File: src/rtl/irq_mask_pkg.sv
package irq_mask_pkg;
  localparam int NUM_MST = 2;
  localparam int NUM_EVT = 4;
  localparam int REG_W   = 8;
  // event / mask bit positions
  localparam int EV_EXT  = 0;
  localparam int EV_INIT = 1;
  localparam int EV_BUSY = 2;
  localparam int EV_LOST = 3;
  // control bit positions
  localparam int CTL_INIT = 4;
  localparam int CTL_OWN  = 6;
  localparam int CTL_PEER = 7;
endpackage

File: src/rtl/irq_mask_reg.sv
module irq_mask_reg #(
  parameter int REG_W = 8,
  parameter int EVT_W = 4
) (
  input  logic             clk_i,
  input  logic             rst_ni,
  input  logic             we_i,
  input  logic [REG_W-1:0] wdata_i,
  output logic [EVT_W-1:0] mask_o,
  output logic [REG_W-1:0] rdata_o
);
  logic [EVT_W-1:0] mask_q;

  always_ff @(posedge clk_i or negedge rst_ni) begin
    if (!rst_ni)   mask_q <= '0;
    else if (we_i) mask_q <= wdata_i[EVT_W-1:0];
  end

  assign mask_o  = mask_q;
  assign rdata_o = {{(REG_W-EVT_W){1'b0}}, mask_q};

  // bank isolation, copy only moves on its own strobe
  a_r2_hold_no_we: assert property (@(posedge clk_i) disable iff (!rst_ni)
    !we_i |=> $stable(mask_o));
  a_r2_load: assert property (@(posedge clk_i) disable iff (!rst_ni)
    we_i |=> mask_o == $past(wdata_i[EVT_W-1:0]));
endmodule

File: src/rtl/irq_ctrl_reg.sv
module irq_ctrl_reg
  import irq_mask_pkg::*;
#(
  parameter int REG_W = 8
) (
  input  logic             clk_i,
  input  logic             rst_ni,
  input  logic             we_i,
  input  logic [REG_W-1:0] wdata_i,
  output logic             init_req_o,
  output logic             test_own_o,
  output logic             test_peer_o
);
  logic init_q, own_q, peer_q;

  always_ff @(posedge clk_i or negedge rst_ni) begin
    if (!rst_ni) begin
      init_q <= 1'b0;
      own_q  <= 1'b0;
      peer_q <= 1'b0;
    end else if (we_i) begin
      init_q <= wdata_i[CTL_INIT];
      own_q  <= wdata_i[CTL_OWN];
      peer_q <= wdata_i[CTL_PEER];
    end
  end

  assign init_req_o  = init_q;
  assign test_own_o  = own_q;
  assign test_peer_o = peer_q;
endmodule

File: src/rtl/irq_event_flags.sv
module irq_event_flags
  import irq_mask_pkg::*;
(
  input  logic               clk_i,
  input  logic               rst_ni,
  input  logic               clr_i,
  input  logic               lost_i,
  input  logic               busy_i,
  input  logic               init_done_i,
  input  logic               ext_act_i,
  input  logic               init_req_i,
  output logic [NUM_EVT-1:0] flags_o
);
  logic [NUM_EVT-1:0] set_d, flg_q;

  always_comb begin
    set_d          = '0;
    set_d[EV_EXT]  = ext_act_i;
    set_d[EV_INIT] = init_done_i & init_req_i;
    set_d[EV_BUSY] = busy_i & ~init_req_i;
    set_d[EV_LOST] = lost_i;
  end

  // set wins over clear
  always_ff @(posedge clk_i or negedge rst_ni) begin
    if (!rst_ni)     flg_q <= '0;
    else if (clr_i)  flg_q <= set_d;
    else             flg_q <= flg_q | set_d;
  end

  assign flags_o = flg_q;

  a_r8_clear_empties: assert property (@(posedge clk_i) disable iff (!rst_ni)
    clr_i && !lost_i && !busy_i && !init_done_i && !ext_act_i |=> flags_o == '0);
  a_r4_sticky: assert property (@(posedge clk_i) disable iff (!rst_ni)
    !clr_i |=> (flags_o & $past(flags_o)) == $past(flags_o));
  a_r5_busy_gate: assert property (@(posedge clk_i) disable iff (!rst_ni)
    $rose(flags_o[EV_BUSY]) |-> $past(busy_i && !init_req_i));
  a_r6_init_gate: assert property (@(posedge clk_i) disable iff (!rst_ni)
    $rose(flags_o[EV_INIT]) |-> $past(init_done_i && init_req_i));
endmodule

File: src/rtl/dual_irq_mask.sv
module dual_irq_mask
  import irq_mask_pkg::*;
(
  input  logic                     clk_i,
  input  logic                     rst_ni,
  input  logic [NUM_MST-1:0]       ie_we_i,
  input  logic [NUM_MST-1:0]       ctrl_we_i,
  input  logic [NUM_MST*REG_W-1:0] wdata_i,
  input  logic [NUM_MST-1:0]       clr_i,
  input  logic [NUM_MST-1:0]       bus_lost_i,
  input  logic [NUM_MST-1:0]       sw_busy_i,
  input  logic [NUM_MST-1:0]       init_done_i,
  input  logic                     ext_int_ni,
  output logic [NUM_MST*REG_W-1:0] ie_rdata_o,
  output logic [NUM_MST*NUM_EVT-1:0] flags_o,
  output logic [NUM_MST-1:0]       int_no
);
  logic [NUM_EVT-1:0] mask_w [NUM_MST];
  logic [NUM_EVT-1:0] flg_w  [NUM_MST];
  logic [NUM_MST-1:0] init_req_w, own_w, peer_w;
  logic               ext_act;

  assign ext_act = ~ext_int_ni;

  for (genvar m = 0; m < NUM_MST; m++) begin : g_mst
    localparam int PEER = NUM_MST - 1 - m;

    irq_mask_reg #(.REG_W(REG_W), .EVT_W(NUM_EVT)) u_mask (
      .clk_i   (clk_i),
      .rst_ni  (rst_ni),
      .we_i    (ie_we_i[m]),
      .wdata_i (wdata_i[m*REG_W +: REG_W]),
      .mask_o  (mask_w[m]),
      .rdata_o (ie_rdata_o[m*REG_W +: REG_W])
    );

    irq_ctrl_reg #(.REG_W(REG_W)) u_ctrl (
      .clk_i       (clk_i),
      .rst_ni      (rst_ni),
      .we_i        (ctrl_we_i[m]),
      .wdata_i     (wdata_i[m*REG_W +: REG_W]),
      .init_req_o  (init_req_w[m]),
      .test_own_o  (own_w[m]),
      .test_peer_o (peer_w[m])
    );

    irq_event_flags u_flags (
      .clk_i       (clk_i),
      .rst_ni      (rst_ni),
      .clr_i       (clr_i[m]),
      .lost_i      (bus_lost_i[m]),
      .busy_i      (sw_busy_i[m]),
      .init_done_i (init_done_i[m]),
      .ext_act_i   (ext_act),
      .init_req_i  (init_req_w[m]),
      .flags_o     (flg_w[m])
    );

    assign flags_o[m*NUM_EVT +: NUM_EVT] = flg_w[m];
    assign int_no[m] = ~((|(flg_w[m] & ~mask_w[m])) | own_w[m] | peer_w[PEER]);

    // peer test bit written by the other master forces this line
    a_r9_peer_force: assert property (@(posedge clk_i) disable iff (!rst_ni)
      ctrl_we_i[PEER] && wdata_i[PEER*REG_W + CTL_PEER] |=> !int_no[m]);
    a_r9_own_force: assert property (@(posedge clk_i) disable iff (!rst_ni)
      ctrl_we_i[m] && wdata_i[m*REG_W + CTL_OWN] |=> !int_no[m]);
    // all masked and no test bits leaves the line high
    a_r3_all_masked: assert property (@(posedge clk_i) disable iff (!rst_ni)
      (mask_w[m] == '1) && !own_w[m] && !peer_w[PEER] |-> int_no[m]);
  end
endmodule

File: config.mk
export PLATFORM = sky130hd
export DESIGN_NAME = dual_irq_mask
export DESIGN_NICKNAME = d
export VERILOG_FILES = /design/src/rtl/irq_mask_pkg.sv /design/src/rtl/irq_mask_reg.sv /design/src/rtl/irq_ctrl_reg.sv /design/src/rtl/irq_event_flags.sv /design/src/rtl/dual_irq_mask.sv
export SDC_FILE = /design/constraint.sdc
export NUM_CORES = 1
export LEC_CHECK = 0
export BUFFER_PORTS_ARGS = -buffer_cell sky130_fd_sc_hd__buf_2
export CAP_MARGIN = 10
export CORE_MARGIN = 2
export CORE_UTILIZATION = 25
export DETAILED_ROUTE_END_ITERATION = 8
export GPL_TIMING_DRIVEN = 0
export MAX_ROUTING_LAYER = met4
export PLACE_DENSITY = 0.62
export SLEW_MARGIN = 15
export SYNTH_ARGS = -nofsm -noshare
export SYNTH_HDL_FRONTEND = slang
export SYNTH_HIERARCHICAL = 1
export SYNTH_SLANG_ARGS = --single-unit
File: constraint.sdc
create_clock -name clk_i -period 0.8 [get_ports clk_i]
set_input_delay 0.16 -clock clk_i [delete_from_list [all_inputs] [get_ports clk_i]]
set_output_delay 0.16 -clock clk_i [all_outputs]
set_load 0.05 [all_outputs]
==> flow_summary.json, run 1 <==
{
  "status": "finished, violations left",
  "violations": "hold timing, setup timing",
  "switching_share_pct": 32.8,
  "rsz0062_at_grt": "true",
  "hold_slack_ps": -131,
  "dp_cells": 181,
  "clock_tree.buffer_depth": 2,
  "p_int_mw": 2.14,
  "synthSimpleGateAreaFrac_pct": 1.72,
  "required_ps": 640,
  "io_buffers": 46,
  "arrival_ps": 1300,
  "cts_root_buffer": "clkbuf_8",
  "fp.dieH_um": 67.9,
  "postRouteAntennaNets": 0,
  "period_share_pct": 182,
  "combPwrFrac_pct": 38.0,
  "fin_ws_ps": -656,
  "row_count": 23,
  "drt-vias-per-instance": 3.97,
  "synth_cell_type_count": 11,
  "fin_crit_ps": 1460,
  "drt-wirelength-per-cell_um": 11.6,
  "n_fill_cell": 393,
  "die_x_um": 67.9,
  "grt_overflow": 0,
  "post-route-util_pct": 43.3,
  "drive_gt1_share_pct": 76.2,
  "vdd_drop_max_v": 0.000575,
  "synth_top_family_by_area": "buffers and inverters",
  "syn_inst": 79,
  "antenna_cells": 0,
  "hold_class": "in -> async",
  "power_density_nw_per_um2": 1860,
  "worstSetupPathType": "reg -> out",
  "drv_slew": 0,
  "finalHoldViolations": 22,
  "dieArea_um2": 4610,
  "reg2reg_slack_ps": -90,
  "cts_tree": "yes",
  "p_switching_mw": 1.05,
  "final_area_um2": 1720,
  "setup_viol": 26,
  "max_freq_mhz": 687,
  "synth_fa_ha_area_share_pct": 0,
  "r2r_cells": 2,
  "ys_ff_latch": 22,
  "r2r_end": "g_mst[0].u_mask/mask_o[0]",
  "place_area_um2": 1370,
  "syn_avg_cell_area_um2": 12.9,
  "vias": 782,
  "grt_pass1_vias": 791,
  "relSlewSlack_pct": 66.1,
  "worst_slew_pin_slew_ps": 508,
  "critPathCaptureType": "primary output",
  "synthXorXnorAreaFrac_pct": 0,
  "drcViolationCount": 0,
  "clk_latency_ps": 250,
  "finClkSkew_ps": 0.238,
  "yosys_warnings": 6,
  "ys_seq_area_share_pct": 54.0,
  "drt-initial-drc-count": 0,
  "grt_max_degree": 23,
  "p_leak_nw": 0.859,
  "synth_mux_area_share_pct": 15.5,
  "nets": 180,
  "coreArea_um2": 3970,
  "clock-sinks": 22,
  "antenna_found_initial": 0,
  "finalSetupTns_ps": -6900,
  "grt_pass1_wl_um": 3520,
  "power_mw": 3.19,
  "path_clk_slew_ps": 70,
  "area_delta_synth_final_pct": 68.6,
  "finalNonFillerCells": 197,
  "power_frac_seq_pct": 41.8,
  "maxCapViolCount": 0,
  "start_kind": "flop",
  "dr.pass1.iters": 1,
  "clkPwrFrac_pct": 20.3,
  "pin_count": 57,
  "grt.total_usage_pct": 10.7,
  "syn_area_um2": 1020,
  "routed_wl_um": 2290,
  "htreeDepth": 1,
  "start_util_pct": 25.7,
  "gp_congestion": 0.791,
  "synth_compound_area_share_pct": 12.3,
  "numCtsBuffers": 3,
  "reg2reg_from": "g_mst[0].u_mask/mask_o[0]",
  "cp_max_fo": 2
}
[layout make-up]
cell class / instances / area [um^2] / area share (%)
Inverter: 11 / 41.3 / 2.40
Sequential cell: 22 / 561 / 32.6
Clock buffer: 3 / 41.3 / 2.40
Multi-Input combinational cell: 36 / 363 / 21.1
Tap cell: 50 / 62.6 / 3.64
Timing Repair Buffer: 59 / 508 / 29.5
Buffer: 16 / 143 / 8.30
[through the flow]
| stage | hold WS [ps] | setup slack, ps |
|---|---|---|
| floorplan | -136 | -767 |
| global placement | 146 | -525 |
| detailed placement | 151 | -543 |
| CTS | -127 | -654 |
| global route | -123 | -704 |
| finish | -131 | -656 |
[how the worst max path moves through the flow]
stage | start | to | slack, ps | cells past startpoint
6_report | g_mst[1].u_flags/flags_o[3] | int_no[1] | -660 | 4
5_1_grt | g_mst[0].u_flags/flags_o[2] | int_no[0] | -700 | 4
4_1_cts | g_mst[1].u_flags/flags_o[3] | int_no[1] | -650 | 4
3_5_place_dp | g_mst[1].u_flags/flags_o[3] | int_no[1] | -540 | 4
3_3_place_gp | g_mst[1].u_flags/flags_o[2] | int_no[1] | -530 | 4
2_1_floorplan | g_mst[0].u_flags/flags_o[1] | int_no[0] | -770 | 3
[critical path, cell delays in order (launching register included)]
cell	delay [ps]
dfrtp_2	420
inv_2	60
o221ai_2	130
a2111oi_4	230
buf_6	210
[logic make-up (layout without fill, tap and decap cells)]
group	Yosys count	after routing
buffers and inverters	27	89
AO/OA/AOI/OAI	12	12
other	2	8
AND/OR/NAND/NOR	2	2
multiplexers	14	14
flip-flops	22	22
[metal layers]
metal,GRT usage [%],vias to the layer above,wire (um)
met4,5.25,0,34
met2,17.6,27,1210
li1,-,381,-
met5,-,-,0
met1,12.8,372,937
met3,1.64,2,110
[synth_stat cells]
library cell / number / share of area [%]
nand2b_2: 2 / 1.7
buf_4: 16 / 12
mux2_2: 14 / 15
o221ai_2: 2 / 2.9
conb_1: 2 / 0.74
a22o_1: 4 / 3.4
inv_1: 9 / 3.3
inv_2: 2 / 0.74
a21o_1: 4 / 2.9
dfrtp_1: 22 / 54
a2111oi_2: 2 / 2.9
[sequential cells by signal (all words and copies together), names as in the netlist]
name,cells
g_mst.u_flags/flags_o,8
g_mst.u_mask/mask_o,8
g_mst.u_ctrl/init_req_o,2
g_mst.u_ctrl/test_own_o,2
g_mst.u_ctrl/test_peer_o,2
[repair_timing]
action / in CTS / in global routing
pin swaps: 2 / 0
hold endpoints to repair: 22 / 22
gates resized for setup: 44 / 18
buffers inserted: 10 / 4
setup endpoints to repair: 20 / 36
gates cloned: 0 / 0
[power groups by stage]
stage | logic [mW] | clock network, mW | registers, mW
2_1_floorplan | 0.537 | 0 | 1.47
3_3_place_gp | 0.870 | 0 | 1.35
3_5_place_dp | 0.878 | 0 | 1.36
4_1_cts | 1.12 | 0.687 | 1.33
5_1_grt | 1.28 | 0.721 | 1.35
6_report | 1.21 | 0.646 | 1.33
[placed cells by master (no fill, tap or decap)]
cell type	netlist	layout
dfrtp_2	0	8
inv_1	9	5
nand2b_2	2	2
inv_2	2	6
buf_4	16	16
mux2_4	0	2
buf_2	0	28
clkbuf_8	0	3
mux2_2	14	12
a21o_1	4	4
a22o_1	4	4
conb_1	2	8
buf_6	0	20
o221ai_2	2	2
buf_8	0	11
dfrtp_1	22	14
a2111oi_4	0	2
No activity file was read; power rests on OpenSTA's default activity.
==> run 2, diff against run 1 <==
--- a/config.mk
+++ b/config.mk
@@ -5,6 +5,8 @@
 export SDC_FILE = /design/constraint.sdc
 export NUM_CORES = 1
 export LEC_CHECK = 0
+export ABC_AREA = 1
+export ABC_CLOCK_PERIOD_IN_PS = 800
 export BUFFER_PORTS_ARGS = -buffer_cell sky130_fd_sc_hd__buf_2
 export CAP_MARGIN = 10
 export CORE_MARGIN = 2
==> run 2 against run 1 <==
Combinational power is essentially flat; first-iteration DRC count increased by 38; clock skew rose by 1.7 ps; routed wire length increased by 3.1%; synthesized cell count is 78% higher; critical path type unchanged; sequential power fell by 3%; the run still ends with hold timing, setup timing left; non-clock buffer count is 1 lower; count of clock-buffer cells in the layout stayed put; critical path depth is 1 higher; sequential cell count is the same; global-route usage increased by 0.10 points; die area increased by 3.9%.
==> flow_summary.json, run 2 <==
{
  "cts_root_buffer": "clkbuf_8",
  "period_share_pct": 158,
  "fin_ws_ps": -460,
  "drt-wirelength-per-cell_um": 9.15,
  "yosysMostFrequentCell": "nand2_1",
  "drt-vias-per-instance": 3.84,
  "path_cells": "inv_1, nand2_1, nand3_2, nor2_4, buf_8",
  "synth_top_area_share_pct": 51.8,
  "hold_class": "in -> async",
  "syn_avg_cell_area_um2": 7.53,
  "arrival_ps": 1100,
  "finalNonFillerCells": 258,
  "clock-sinks": 22,
  "p_leak_nw": 1.03,
  "htreeDepth": 1,
  "drt-initial-drc-count": 38,
  "pin_count": 57,
  "grt_pass1_wl_um": 4080,
  "hold_slack_ps": -143,
  "die_x_um": 69.2,
  "power_density_nw_per_um2": 1750,
  "drive_gt1_share_pct": 49.5,
  "vdd_drop_max_v": 0.000600,
  "ys_ff_latch": 22,
  "grt.total_usage_pct": 10.8,
  "max_freq_mhz": 794,
  "postRouteAntennaNets": 0,
  "finalHoldViolations": 22,
  "place_area_um2": 1410,
  "synth.area.top_cells": "dfrtp_1 52%, nand2_1 25%, buf_4 11%",
  "drv_slew": 0,
  "fp.dieH_um": 69.2,
  "maxCapViolCount": 0,
  "coreArea_um2": 4060,
  "rsz0062_at_grt": "true",
  "dp_hpwl_um": 1720,
  "slowest_stage": "dfrtp_1",
  "layout_common_cells": "66 x nand2_1, 28 x buf_2, 17 x inv_1, 16 x buf_8",
  "final_area_um2": 1790,
  "row_count": 23,
  "critPathCaptureType": "primary output",
  "drcViolationCount": 0,
  "clk_latency_ps": 260,
  "cts_tree": "yes",
  "path_clk_slew_ps": 80,
  "synth_ff_type": "dfrtp_1",
  "synth_commonest_cells": "70 x nand2_1, 22 x dfrtp_1, 19 x inv_1",
  "numCtsBuffers": 3,
  "start_util_pct": 26.2,
  "status": "finished, violations left",
  "violations": "hold timing, setup timing",
  "reg2reg_from": "g_mst[0].u_mask/mask_o[2]",
  "antenna_cells": 0,
  "fin_crit_ps": 1260,
  "ys_seq_area_share_pct": 51.8,
  "grt_pass1_vias": 970,
  "routed_wl_um": 2360,
  "required_ps": 640,
  "dieArea_um2": 4790,
  "vias": 990,
  "crit_start": "g_mst[1].u_mask/mask_o[2]",
  "layout_commonest_cell": "nand2_1",
  "n_fill_cell": 409,
  "synthArstFlopShare_pct": 100,
  "yosys_warnings": 6,
  "worstSetupPathType": "reg -> out",
  "start_kind": "flop",
  "area_delta_synth_final_pct": 68.8,
  "clock_tree.buffer_depth": 2,
  "dp_cells": 243,
  "grt_max_degree": 23,
  "synth_cell_type_count": 8,
  "cp_max_fo": 3,
  "antenna_found_initial": 0,
  "synth_edf_count": 0,
  "nets": 241,
  "finClkSkew_ps": 1.91,
  "setup_viol": 20,
  "io_buffers": 46,
  "yosysTopAreaCell": "dfrtp_1",
  "syn_area_um2": 1060,
  "grt_overflow": 0,
  "cpPeakStageDelay_ps": 380,
  "gp_congestion": 0.760,
  "dr.pass1.iters": 4,
  "syn_inst": 141
}
-- run 2: cell count changes in the layout (fill, tap and decap cells not counted), sizes merged, moves of 4 or more --
cell   previous run  this run
a22o              4         0
a21o              4         0
mux2             14         0
nand3             0         4
nand2             0        70
inv              11        25
-- run 2: critical path, delay by kind of cell (launching register included) --
family / cells / cell delay, ps
buffers and inverters: 2 / 200
and+or+nand+nor: 3 / 250
DFF: 1 / 380
-- run 2: per-layer routing --
metal	part of all wire (%)	up-vias	GRT usage, %
li1	-	520	-
met4	2.0	0	5.23
met3	5.0	4	1.60
met1	44	433	13.3
met2	49	33	17.3
met5	0	-	-
-- run 2: cell type report --
type,count,area (um^2),area share [%]
Buffer,12,105,5.86
Clock buffer,3,41.3,2.30
Inverter,25,93.8,5.23
Multi-Input combinational cell,84,373,20.8
Sequential cell,22,561,31.3
Tap cell,50,62.6,3.49
Timing Repair Buffer,62,557,31.1
-- run 2: what timing repair did --
item                       4_1_cts  5_1_grt
buffers inserted                13        6
pin swaps                        2        0
hold endpoints to repair        22       22
resized for setup               56       21
setup endpoints to repair       18       19
-- run 2: path summary, 6_finish.rpt --
path	end	slack (ps)	cells past startpoint
max	int_no[1]	-460	5
min	g_mst[1].u_mask/mask_o[3]	-140	1
max reg2reg	g_mst[0].u_mask/mask_o[2]	-40	4
min reg2reg	g_mst[0].u_ctrl/test_own_o	480	2
max in group asynchronous	g_mst[0].u_flags/flags_o[1]	580	1
min in group clk_i	g_mst[0].u_flags/flags_o[3]	90	3
-- run 2: cells by family after synthesis --
group | after synthesis | synth area share [%]
buf+inv | 41 | 20.1
flops | 22 | 51.8
other cells | 2 | 0.707
simple gates | 76 | 27.3
-- run 2: through the flow --
stage	TNS, ps	hold slack (ps)	worst slack [ps]	power, mW	utilization [%]
2_1_floorplan	-701	-136	-351	1.93	-
3_3_place_gp	-1150	156	-319	2.15	34.8
3_5_place_dp	-1160	160	-323	2.16	34.8
4_1_cts	-5510	-123	-465	3.10	42.1
5_1_grt	-6400	-108	-535	3.32	44.2
6_report	-5620	-143	-460	3.15	44.2
-- run 2: power by group --
part / switching [mW] / internal, mW
registers: 0.0776 / 1.22
logic: 0.660 / 0.516
clock network: 0.340 / 0.335
total: 1.08 / 2.07
==> run 3, diff against run 2 <==
--- a/config.mk
+++ b/config.mk
@@ -5,8 +5,6 @@
 export SDC_FILE = /design/constraint.sdc
 export NUM_CORES = 1
 export LEC_CHECK = 0
-export ABC_AREA = 1
-export ABC_CLOCK_PERIOD_IN_PS = 800
 export BUFFER_PORTS_ARGS = -buffer_cell sky130_fd_sc_hd__buf_2
 export CAP_MARGIN = 10
 export CORE_MARGIN = 2
@@ -15,6 +13,7 @@
 export GPL_TIMING_DRIVEN = 0
 export MAX_ROUTING_LAYER = met4
 export PLACE_DENSITY = 0.62
+export SKIP_LAST_GASP = 1
 export SLEW_MARGIN = 15
 export SYNTH_ARGS = -nofsm -noshare
 export SYNTH_HDL_FRONTEND = slang
==> run 3 against run 2 <==
The flow still finishes with violations (hold timing, setup timing); cell count is 24% lower; cell area down 3.9%; global-route usage fell by 0.10 points; sequential cell count did not move; sequential share of layout area increased by 1.3 points; critical path type unchanged.
==> flow_summary.json, run 3 (synthesized netlist as in run 1, its figures left out) <==
{
  "status": "finished, violations left",
  "violations": "hold timing, setup timing",
  "maxCapViolCount": 0,
  "grt.total_usage_pct": 10.7,
  "endpoint": "int_no[1]",
  "clk_latency_ps": 250,
  "clock_tree.buffer_depth": 2,
  "dr.pass1.iters": 2,
  "finalNonFillerCells": 197,
  "drt-initial-drc-count": 1,
  "die_x_um": 67.9,
  "grt_max_degree": 23,
  "met1_usage_pct": 12.8,
  "layout_commonest_cell": "buf_2",
  "hold_class": "in -> async",
  "vias": 772,
  "fin_crit_ps": 1450,
  "fp.dieH_um": 67.9,
  "max_freq_mhz": 688,
  "finalHoldViolations": 22,
  "cts_root_buffer": "clkbuf_8",
  "dp_cells": 181,
  "grt_pass1_wl_um": 3510,
  "pin_count": 57,
  "critPathCaptureType": "primary output",
  "n_fill_cell": 395,
  "antenna_cells": 0,
  "grt_use_met3_pct": 1.64,
  "nets": 180,
  "start_util_pct": 25.7,
  "htreeDepth": 1,
  "cts_tree": "yes",
  "row_count": 23,
  "reg2reg_from": "g_mst[0].u_mask/mask_o[0]",
  "io_buffers": 46,
  "drt-vias-per-instance": 3.92,
  "coreArea_um2": 3970,
  "clock-sinks": 22,
  "vdd_drop_max_v": 0.000579,
  "drive_gt1_share_pct": 76.2,
  "r2r_cells": 2,
  "start_kind": "flop",
  "drv_slew": 0,
  "cp_max_fo": 2,
  "seq_area_um2": 561,
  "multi_input_area_um2": 363,
  "layout_common_cells": "28 x buf_2, 21 x buf_6, 15 x buf_4, 14 x dfrtp_1, 12 x mux2_2",
  "postRouteAntennaNets": 0,
  "period_share_pct": 182,
  "drt-wirelength-per-cell_um": 11.6,
  "routed_wl_um": 2280,
  "rsz0062_at_grt": "true",
  "p_leak_nw": 0.860,
  "finClkSkew_ps": 0.308,
  "grt_overflow": 0,
  "reg2reg_slack_ps": -100,
  "arrival_ps": 1290,
  "busiest_layer": "met2",
  "numCtsBuffers": 3,
  "final_area_um2": 1720,
  "worstSetupPathType": "reg -> out",
  "grtUsageMet2_pct": 17.6,
  "drcViolationCount": 0,
  "gp_congestion": 0.791,
  "grt_pass1_vias": 777,
  "path_clk_slew_ps": 70,
  "hold_slack_ps": -136,
  "area_delta_synth_final_pct": 69.0,
  "dieArea_um2": 4610,
  "antenna_found_initial": 0,
  "crit_start": "g_mst[1].u_flags/flags_o[3]",
  "r2r_end": "g_mst[0].u_mask/mask_o[0]",
  "power_density_nw_per_um2": 1850,
  "place_area_um2": 1370,
  "fin_ws_ps": -653,
  "setup_viol": 27,
  "required_ps": 640,
  "power_mw": 3.19
}
run 3: worst max-delay path, stage by stage (launching register included):
cell	delay [ps]
dfrtp_2	420
inv_2	60
o221ai_2	130
a2111oi_4	230
buf_6	210
run 3: timing repair:
item / CTS / global route
pin swaps: 2 / 0
endpoints found under the setup margin: 20 / 36
gates resized for setup: 41 / 22
hold endpoints to repair: 22 / 22
cloned: 0 / 0
setup buffers: 10 / 4
run 3: area by class of cell:
class | count | share of cell area [%]
sequential | 22 | 32.5
timing repair buffer | 59 | 29.7
multi-input combinational | 36 | 21.1
buffer | 16 | 8.28
tap | 50 | 3.63
clock buffer | 3 | 2.40
inverter | 11 | 2.40
run 3: worst min-delay path by stage:
stage / end / slack (ps) / cells past startpoint
floorplan: g_mst[0].u_ctrl/init_req_o / -140 / 0
global placement: g_mst[0].u_ctrl/init_req_o / 150 / 1
detailed placement: g_mst[0].u_mask/mask_o[1] / 150 / 1
CTS: g_mst[0].u_flags/flags_o[3] / -130 / 1
global route: g_mst[0].u_flags/flags_o[3] / -120 / 1
finish: g_mst[0].u_flags/flags_o[3] / -140 / 1
run 3: metal layers:
layer  vias up  share of wire [%]
met5         -                  0
met4         0                1.5
met3         2                4.9
met2        27                 53
met1       362                 41
li1        381                  -
run 3: metrics by stage:
step / hold slack, ps / utilization, % / TNS [ps] / worst slack, ps
final: -136 / 43.4 / -6990 / -653
after global routing: -124 / 43.4 / -8000 / -704
after CTS: -127 / 40.7 / -6990 / -654
after detailed placement: 151 / 34.5 / -1730 / -543
after global placement: 146 / 34.5 / -1620 / -525
after floorplan: -136 / - / -1690 / -767
run 3: power by group:
group	leakage [nW]	total, mW	internal [mW]	switching, mW
Combinational	0.591	1.22	0.585	0.630
Clock	0.0216	0.647	0.334	0.313
Sequential	0.248	1.33	1.23	0.103
